File: src/rtl/adq_pkg.sv
package adq_pkg;

    // Events fired by the top in one cycle
    typedef struct packed {
        logic enq;   // store address accepted
        logic ld;    // load address passed downstream
        logic pop;   // completion removes head
        logic bad;   // completion seen on empty queue
    } adq_ev_t;

    function automatic int ptr_w(input int d);
        return (d > 1) ? $clog2(d) : 1;
    endfunction

    function automatic logic [31:0] ring_next(input logic [31:0] p, input int d);
        return (p == 32'(d - 1)) ? 32'd0 : p + 32'd1;
    endfunction

endpackage

File: src/rtl/adq_store.sv
module adq_store
    import adq_pkg::*;
#(
    parameter int AW    = 16,
    parameter int DEPTH = 8,
    localparam int PW   = ptr_w(DEPTH),
    localparam int CW   = $clog2(DEPTH + 1)
) (
    input  logic          clk,
    input  logic          rst,
    input  logic          push,
    input  logic [AW-1:0] push_addr,
    input  logic          pop,
    input  logic [AW-1:0] probe_addr,
    output logic          hit,
    output logic          full,
    output logic          empty,
    output logic [CW-1:0] cnt
);
    logic [AW-1:0]    addr_q [DEPTH];
    logic [DEPTH-1:0] vld_q;
    logic [PW-1:0]    head_q, tail_q;
    logic [CW-1:0]    cnt_q;
    logic [DEPTH-1:0] hv;

    // one comparator per slot, valid slots only
    for (genvar i = 0; i < DEPTH; i++) begin : g_cmp
        assign hv[i] = vld_q[i] && (addr_q[i] == probe_addr);
    end

    assign hit   = |hv;
    assign full  = (cnt_q == CW'(DEPTH));
    assign empty = (cnt_q == '0);
    assign cnt   = cnt_q;

    always_ff @(posedge clk) begin
        if (rst) begin
            head_q <= '0;
            tail_q <= '0;
            cnt_q  <= '0;
            vld_q  <= '0;
        end else begin
            if (push) begin
                addr_q[tail_q] <= push_addr;
                vld_q[tail_q]  <= 1'b1;
                tail_q         <= PW'(ring_next(32'(tail_q), DEPTH));
            end
            if (pop) begin
                vld_q[head_q] <= 1'b0;
                head_q        <= PW'(ring_next(32'(head_q), DEPTH));
            end
            cnt_q <= cnt_q + CW'(push) - CW'(pop);
        end
    end
endmodule

File: src/rtl/adq_order.sv
module adq_order (
    input  logic clk,
    input  logic rst,
    input  logic enq_fire,
    input  logic ld_fire,
    output logic st_gate,
    output logic ld_tok
);
    logic gate_q, tok_q;

    assign st_gate = gate_q;
    assign ld_tok  = tok_q;

    always_ff @(posedge clk) begin
        if (rst) begin
            gate_q <= 1'b1;
            tok_q  <= 1'b0;
        end else begin
            gate_q <= (gate_q & ~enq_fire) | ld_fire;
            tok_q  <= (tok_q | enq_fire) & ~ld_fire;
        end
    end
endmodule

File: src/rtl/addr_disamb_q.sv
module addr_disamb_q
    import adq_pkg::*;
#(
    parameter int AW    = 16,
    parameter int DEPTH = 8
) (
    input  logic          clk,
    input  logic          rst,
    input  logic          enq_valid,
    input  logic [AW-1:0] enq_addr,
    output logic          enq_ready,
    input  logic          chk_valid,
    input  logic [AW-1:0] chk_addr,
    output logic          chk_ready,
    output logic          pass_valid,
    output logic [AW-1:0] pass_addr,
    input  logic          pass_ready,
    input  logic          store_done,
    output logic          underflow_err
);
    localparam int CW = $clog2(DEPTH + 1);

    adq_ev_t       ev;
    logic          q_hit, q_full, q_empty;
    logic [CW-1:0] q_cnt;
    logic          st_gate, ld_tok, tok_now;
    logic          conflict, ld_ok;
    logic          err_q;

    assign enq_ready = st_gate & ~q_full;
    assign ev.enq    = enq_valid & enq_ready;
    // same-cycle bypass: a store entering now is compared too
    assign conflict  = q_hit | (ev.enq & (enq_addr == chk_addr));
    assign tok_now   = ld_tok | ev.enq;
    assign ld_ok     = tok_now & ~conflict;

    assign pass_valid = chk_valid & ld_ok;
    assign pass_addr  = chk_addr;
    assign chk_ready  = pass_ready & ld_ok;
    assign ev.ld      = chk_valid & chk_ready;
    assign ev.pop     = store_done & ~q_empty;
    assign ev.bad     = store_done & q_empty;

    adq_store #(.AW(AW), .DEPTH(DEPTH)) u_store (
        .clk        (clk),
        .rst        (rst),
        .push       (ev.enq),
        .push_addr  (enq_addr),
        .pop        (ev.pop),
        .probe_addr (chk_addr),
        .hit        (q_hit),
        .full       (q_full),
        .empty      (q_empty),
        .cnt        (q_cnt)
    );

    adq_order u_order (
        .clk      (clk),
        .rst      (rst),
        .enq_fire (ev.enq),
        .ld_fire  (ev.ld),
        .st_gate  (st_gate),
        .ld_tok   (ld_tok)
    );

    always_ff @(posedge clk) begin
        if (rst) err_q <= 1'b0;
        else if (ev.bad) err_q <= 1'b1;
    end
    assign underflow_err = err_q;
endmodule

File: config.mk
export PLATFORM = sky130hd
export DESIGN_NAME = addr_disamb_q
export DESIGN_NICKNAME = d
export VERILOG_FILES = /design/src/rtl/adq_pkg.sv /design/src/rtl/adq_store.sv /design/src/rtl/adq_order.sv /design/src/rtl/addr_disamb_q.sv
export SDC_FILE = /design/constraint.sdc
export NUM_CORES = 1
export LEC_CHECK = 0
export ABC_AREA = 1
export BUFFER_PORTS_ARGS = -buffer_cell sky130_fd_sc_hd__buf_4
export CAP_MARGIN = 15
export CORE_ASPECT_RATIO = 0.5
export CORE_MARGIN = 10
export CORE_UTILIZATION = 45
export DETAILED_ROUTE_END_ITERATION = 7
export SLEW_MARGIN = 20
export SYNTH_ARGS = -nofsm -noshare
export SYNTH_HDL_FRONTEND = slang
export SYNTH_HIERARCHICAL = 1
export SYNTH_SLANG_ARGS = --single-unit
File: constraint.sdc
create_clock -name clk -period 3.45 [get_ports clk]
set_clock_uncertainty 0.15 [all_clocks]
set_input_delay 0.69 -clock clk [delete_from_list [all_inputs] [get_ports clk]]
set_output_delay 0.69 -clock clk [all_outputs]
set_load 0.02 [all_outputs]
[Word-level counts from Yosys, hierarchy flattened]
Memories as Yosys holds them, arrays and structs flattened.
Index checks and enable logic that the tools add are counted.
Cells by class
  add/sub/neg operators: 4
  $lt $le $gt $ge: 4
  equality and inequality tests: 12
  muxes and demuxes: 12
  bitwise operators: 22
  reduce and logical (&&, ||, !) cells: 12
Operator list (number)
  $eq 16x16->1: 9
  $mux 8: 3
  $and 1x1->1: 11
  $logic_and 1x1->1: 10
  $and 8x8->8: 1
  $lt 3x4->1 const B: 2
  $not 8->8: 1
  $or 8x8->8: 1
  $reduce_or 8->1: 1
  $add 3x1->3 const B: 2
  $demux 1 s3: 2
  $eq 3x3->1 const B: 2
  $ge 3x1->1 const B: 2
  $mux 3: 2
  $mux 1: 5
  $not 1->1: 5
  $add 4x1->4: 1
  $eq 4x4->1 const B: 1
  $logic_not 4->1: 1
  $sub 4x1->4: 1
  $or 1x1->1: 3
Word-level totals
  bits in registers: 21
  memory bits (writable): 128
  input port bits: 38
  output and inout port bits: 20
  logic and storage cells: 74
  memories: 1
Memory list
  u_store.addr_q: depth 8, width 16, rd ports 8, clocked after Yosys merged registers in 0, wr ports 1, line adq_store.sv:20  | logic [AW-1:0] addr_q [DEPTH];

[Logic depth before layout (Yosys ltp)]
  word-level depth: 12
  mapped depth: 17

[Hierarchy]
The synthesis kept the hierarchy.
By module, submodules not included
  adq_store: times used 1, cells an instance 746, area each 6959.2 um^2
  addr_disamb_q: times used 1, cells an instance 103, area each 538.0 um^2
  adq_order: times used 1, cells an instance 11, area each 73.8 um^2

[Least setup slack after synthesis]
No wires, ideal clock.
  path type: register to register
  start: reg u_store.cnt_q[2], in the netlist u_store/cnt[2]
  end: mem u_store.addr_q[0][0], enable pin
  setup time: 430 ps
  data arrival time: 2888 ps
  required time: 2870 ps
  path slack: -18 ps
  stages on the path, launching flop included: 11
  buffers on the path: 0
  cells stage by stage: dfxtp_1 inv_1 ha_1 nor3b_1 inv_1 nand2_2 nor2_4 inv_1 nor2_1 inv_1 nor4_1
RTL lines
  from (decl): line adq_store.sv:23  | logic [CW-1:0] cnt_q;
  from (signal assigned): line adq_store.sv:52  | cnt_q <= cnt_q + CW'(push) - CW'(pop);
  to (decl): line adq_store.sv:20

[Final worst setup path]
  start: in chk_addr[2]
  end: out pass_valid
On the way
  word-level cells in the longest chain between the ends: 7
RTL lines
  from (decl): line addr_disamb_q.sv:13  | input logic [AW-1:0] chk_addr,
  $eq 16x16->1: line adq_store.sv:28  | assign hv[i] = vld_q[i] && (addr_q[i] == probe_addr);
  $logic_and 1x1->1: line adq_store.sv:28
  $reduce_or 8->1 *: line adq_store.sv:31  | assign hit = |hv;
  named net q_hit: line addr_disamb_q.sv:24  | logic q_hit, q_full, q_empty;
  $or 1x1->1 *: line addr_disamb_q.sv:33  | assign conflict = q_hit | (ev.enq & (enq_addr == chk_addr));
  $not 1->1 *: line addr_disamb_q.sv:35  | assign ld_ok = tok_now & ~conflict;
  $and 1x1->1 *: line addr_disamb_q.sv:35
  $and 1x1->1 *: line addr_disamb_q.sv:37  | assign pass_valid = chk_valid & ld_ok;
  to (decl): line addr_disamb_q.sv:15  | output logic pass_valid,
The timed path passes the listed nets; every way through them passes the cells marked *.

==> impl_metrics.json <==
{
  "hold_depth": 2,
  "swShare": 0.2759,
  "period_share": 0.9666,
  "final-setup-viol-count": 0,
  "yosysSeqAreaShare": 0.5632,
  "nNetsFinal": 961,
  "clk_pin_slew_worst_paths_ns": 0.06,
  "synth_edf_count": 128,
  "seq_area_um2": 4264,
  "worst_path_most_repeated_cell": "nand2_1",
  "endpoint_kind": "output pin",
  "syn_avg_cell_area_um2": 8.804,
  "die_area_um2": 22730,
  "grt_pass1_vias": 5515,
  "worstSetupPathType": "primary input to output pin",
  "min-delay-start": "u_order/st_gate",
  "p_seq_frac": 0.442,
  "final_layout_size_suffix_gt1_frac": 0.1427,
  "synth_nets": 909,
  "internal-power_w": 0.003471,
  "async_flop_share": 0,
  "clock_latency_ns": 0.43,
  "rsz0062_at_grt": "false",
  "final_util": 0.5355,
  "rows": 33,
  "ir_worst_vdd_mv": 0.3530,
  "pwr-share-comb": 0.157,
  "cts_tree": "done",
  "cellPowerDensity_nw_per_um2": 544.7,
  "initial_core_util": 0.4607,
  "syn_inst": 860,
  "drc": 0,
  "yosysTopAreaCellShare": 0.5077,
  "area_growth_pct": 16.23,
  "relSlewSlack": 0.5749,
  "drv_cap": 0,
  "timing.rr.start": "u_store/cnt[2]",
  "maxSlewViolCount": 0,
  "grt_pass1_wl_mm": 32.60,
  "multi_input_area_um2": 2611,
  "crit_buf_inv": 4,
  "place_congestion": 0.9454,
  "setup_ws_ns": 0.1152,
  "p_leak_nw": 3.888,
  "maxClockFrequency_mhz": 299.9,
  "core_area_um2": 16430,
  "numCtsBuffers": 17,
  "worstMarginPinSlew_ns": 0.6323,
  "dpl_worst_slack_ns": 0.05784,
  "routedWlPerCell_um": 18.90,
  "clock-root-buffer": "clkbuf_16",
  "synth_cell_types": 34,
  "yosysMostFrequentCell": "nand2_1",
  "synth_warnings": 6,
  "mappedNetlistArea_um2": 7571,
  "num_vias": 5796,
  "synth_area_leaders": "edfxtp_1 (51%), nand2_1 (14%), inv_1 (6.0%), dfxtp_1 (5.6%), nor2_1 (5.2%)",
  "cts_resized": 0,
  "hold_buffers": 0,
  "wl_mm": 21.77,
  "cp.required_ns": 2.61,
  "regToRegEndpoint": "u_store/addr_q[2][5]",
  "cpPeakStageDelay_ns": 0.21,
  "dr.pass1.iters": 5,
  "port_buffers": 57,
  "fp.dieW_um": 203.4,
  "cts_sinks": 149,
  "hp-class": "register to register",
  "critical_path.startpoint_type": "primary input",
  "status": "complete, no violations",
  "path_max_fanout": 13,
  "post-cts-setup-buffers": 0,
  "ys.flop_type": "edfxtp_1",
  "viasPerCell": 5.031,
  "grt_max_degree": 30,
  "hold_end": "u_order/st_gate",
  "ioPinCount": 58,
  "path_delay_family": "simple AND/OR/NAND/NOR gates",
  "synth_top_area_cell": "edfxtp_1",
  "antenna_found_initial": 0,
  "hold_viol": 0,
  "track_usage": 0.1923,
  "fillers": 1527,
  "p_clk_frac": 0.401,
  "synth_common_cells": "nand2_1 (286), edfxtp_1 (128), inv_1 (122), nor2_1 (105), o21ai_0 (26)",
  "die_h_um": 111.7,
  "fin_tns_setup_ns": 0,
  "ys_ff_latch": 149,
  "finalPower_w": 0.004793,
  "htreeDepth": 4,
  "timing.final.crit_period_ns": 3.335,
  "critPathSlowestCell": "nor2_1",
  "cts_buffer_depth": 2,
  "cp.arrival_ns": 2.49,
  "drt_iter0_markers": 517,
  "p_sw_w": 0.001322,
  "dp_hpwl_mm": 15.59,
  "grt_overflow_total": 0,
  "reg2reg_depth": 11,
  "crit_chain": "buf_4 -> clkinv_2 -> nand2_1 -> o21ai_1 -> nor2_1 -> nand2_1 -> nor2_1 -> nand3_1 -> nand2_1 -> nor2_1 -> nand2_1 -> o21ba_2 -> nand3_2 -> inv_1 -> buf_4",
  "rrSetupSlack_ns": 0.79,
  "antenna_cells": 0,
  "ant_nets": 0
}
-- worst max-delay path by stage --
stage / slack [ns] / end / cells past startpoint / startpoint
finish: 0.12 / pass_valid / 15 / chk_addr[2]
global route: 0.03 / chk_ready / 15 / chk_addr[2]
CTS: 0.04 / chk_ready / 14 / chk_addr[3]
detailed placement: 0.06 / chk_ready / 14 / chk_addr[3]
global placement: 0.006 / chk_ready / 14 / chk_addr[3]
floorplan: 0.22 / u_store/addr_q[1][0] / 8 / u_store/cnt[2]
-- power groups by stage --
stage | registers (W) | clock network (W) | logic [W]
after global placement | 0.00215 | 0 | 0.000728
after floorplan | 0.00214 | 0 | 0.000498
after detailed placement | 0.00216 | 0 | 0.000745
after global routing | 0.00213 | 0.00202 | 0.000853
final | 0.00212 | 0.00192 | 0.000750
after CTS | 0.00212 | 0.00195 | 0.000751
-- registers in the layout, indices dropped and copies added (netlist names) --
signal,flops
u_store/addr_q,128
u_store/vld_q,8
u_store/cnt,4
u_store/head_q,3
u_store/tail_q,3
u_order/ld_tok,1
u_order/st_gate,1
underflow_err,1
-- routing by layer --
layer / vias to the layer above / wire, um / GRT usage
met5: - / 0 / 0
met4: 0 / 159 / 0.03903
met3: 12 / 2581 / 0.06626
met2: 243 / 8797 / 0.2626
met1: 2742 / 10230 / 0.2845
li1: 2799 / - / -
-- through the flow --
step | hold slack [ns] | cell area (um2) | cells
after global routing | 0.3369 | 8800 | 1152
final | 0.3136 | 8800 | 1152
after floorplan | 0.2871 | 7577 | 860
after CTS | 0.3200 | 8785 | 1152
after global placement | 0.2993 | 8180 | 1120
after detailed placement | 0.3102 | 8180 | 1120
-- cells by family (layout without fill, tap and decap cells) --
group,after synthesis,count (layout),synth area share
AOI/OAI and AO/OA,61,61,0.04660
xor gates and xnor gates,33,33,0.03818
adders and majority gates,11,11,0.01917
DFF,149,149,0.5632
buffers and inverters,166,231,0.09998
and+or+nand+nor,440,440,0.2329
-- worst register-to-register path, cell delays in order (launching register included) --
cell     delay, ns
dfxtp_1       0.30
inv_1         0.06
ha_1          0.19
nor3b_1       0.14
inv_1         0.07
nand2_2       0.06
nor2_4        0.20
inv_1         0.13
nor2_1        0.28
inv_1         0.22
nor3_2        0.19
buf_4         0.32
-- cells in the final DEF (no fill, tap or decap), drive strengths merged --
cell type  netlist  routed
fa               1       1
o211ai           6       6
o21ai           37      37
a311oi           2       2
a31oi            4       4
clkbuf           4      19
nand3           14      14
nor3b            3       3
inv            130     132
nor2           108     108
nand2          290     290
a21o             1       1
nor3            20      20
clkinvlp         0       5
xnor2            8       8
bufinv           0       3
clkinv           0       3
or2              3       3
o21ba            1       1
xor2            25      25
edfxtp         128     128
a211oi           5       5
a21oi            5       5
ha              10      10
dfxtp           21      21
nor4             2       2
buf             32      69
-- layout make-up --
type / instances / area share
Clock buffer: 19 / 0.04920
Clock inverter: 13 / 0.01948
Inverter: 130 / 0.05602
Multi-Input combinational cell: 545 / 0.2967
Sequential cell: 149 / 0.4846
Tap cell: 227 / 0.03228
Timing Repair Buffer: 69 / 0.06171
No activity file was read; power rests on OpenSTA's default activity.
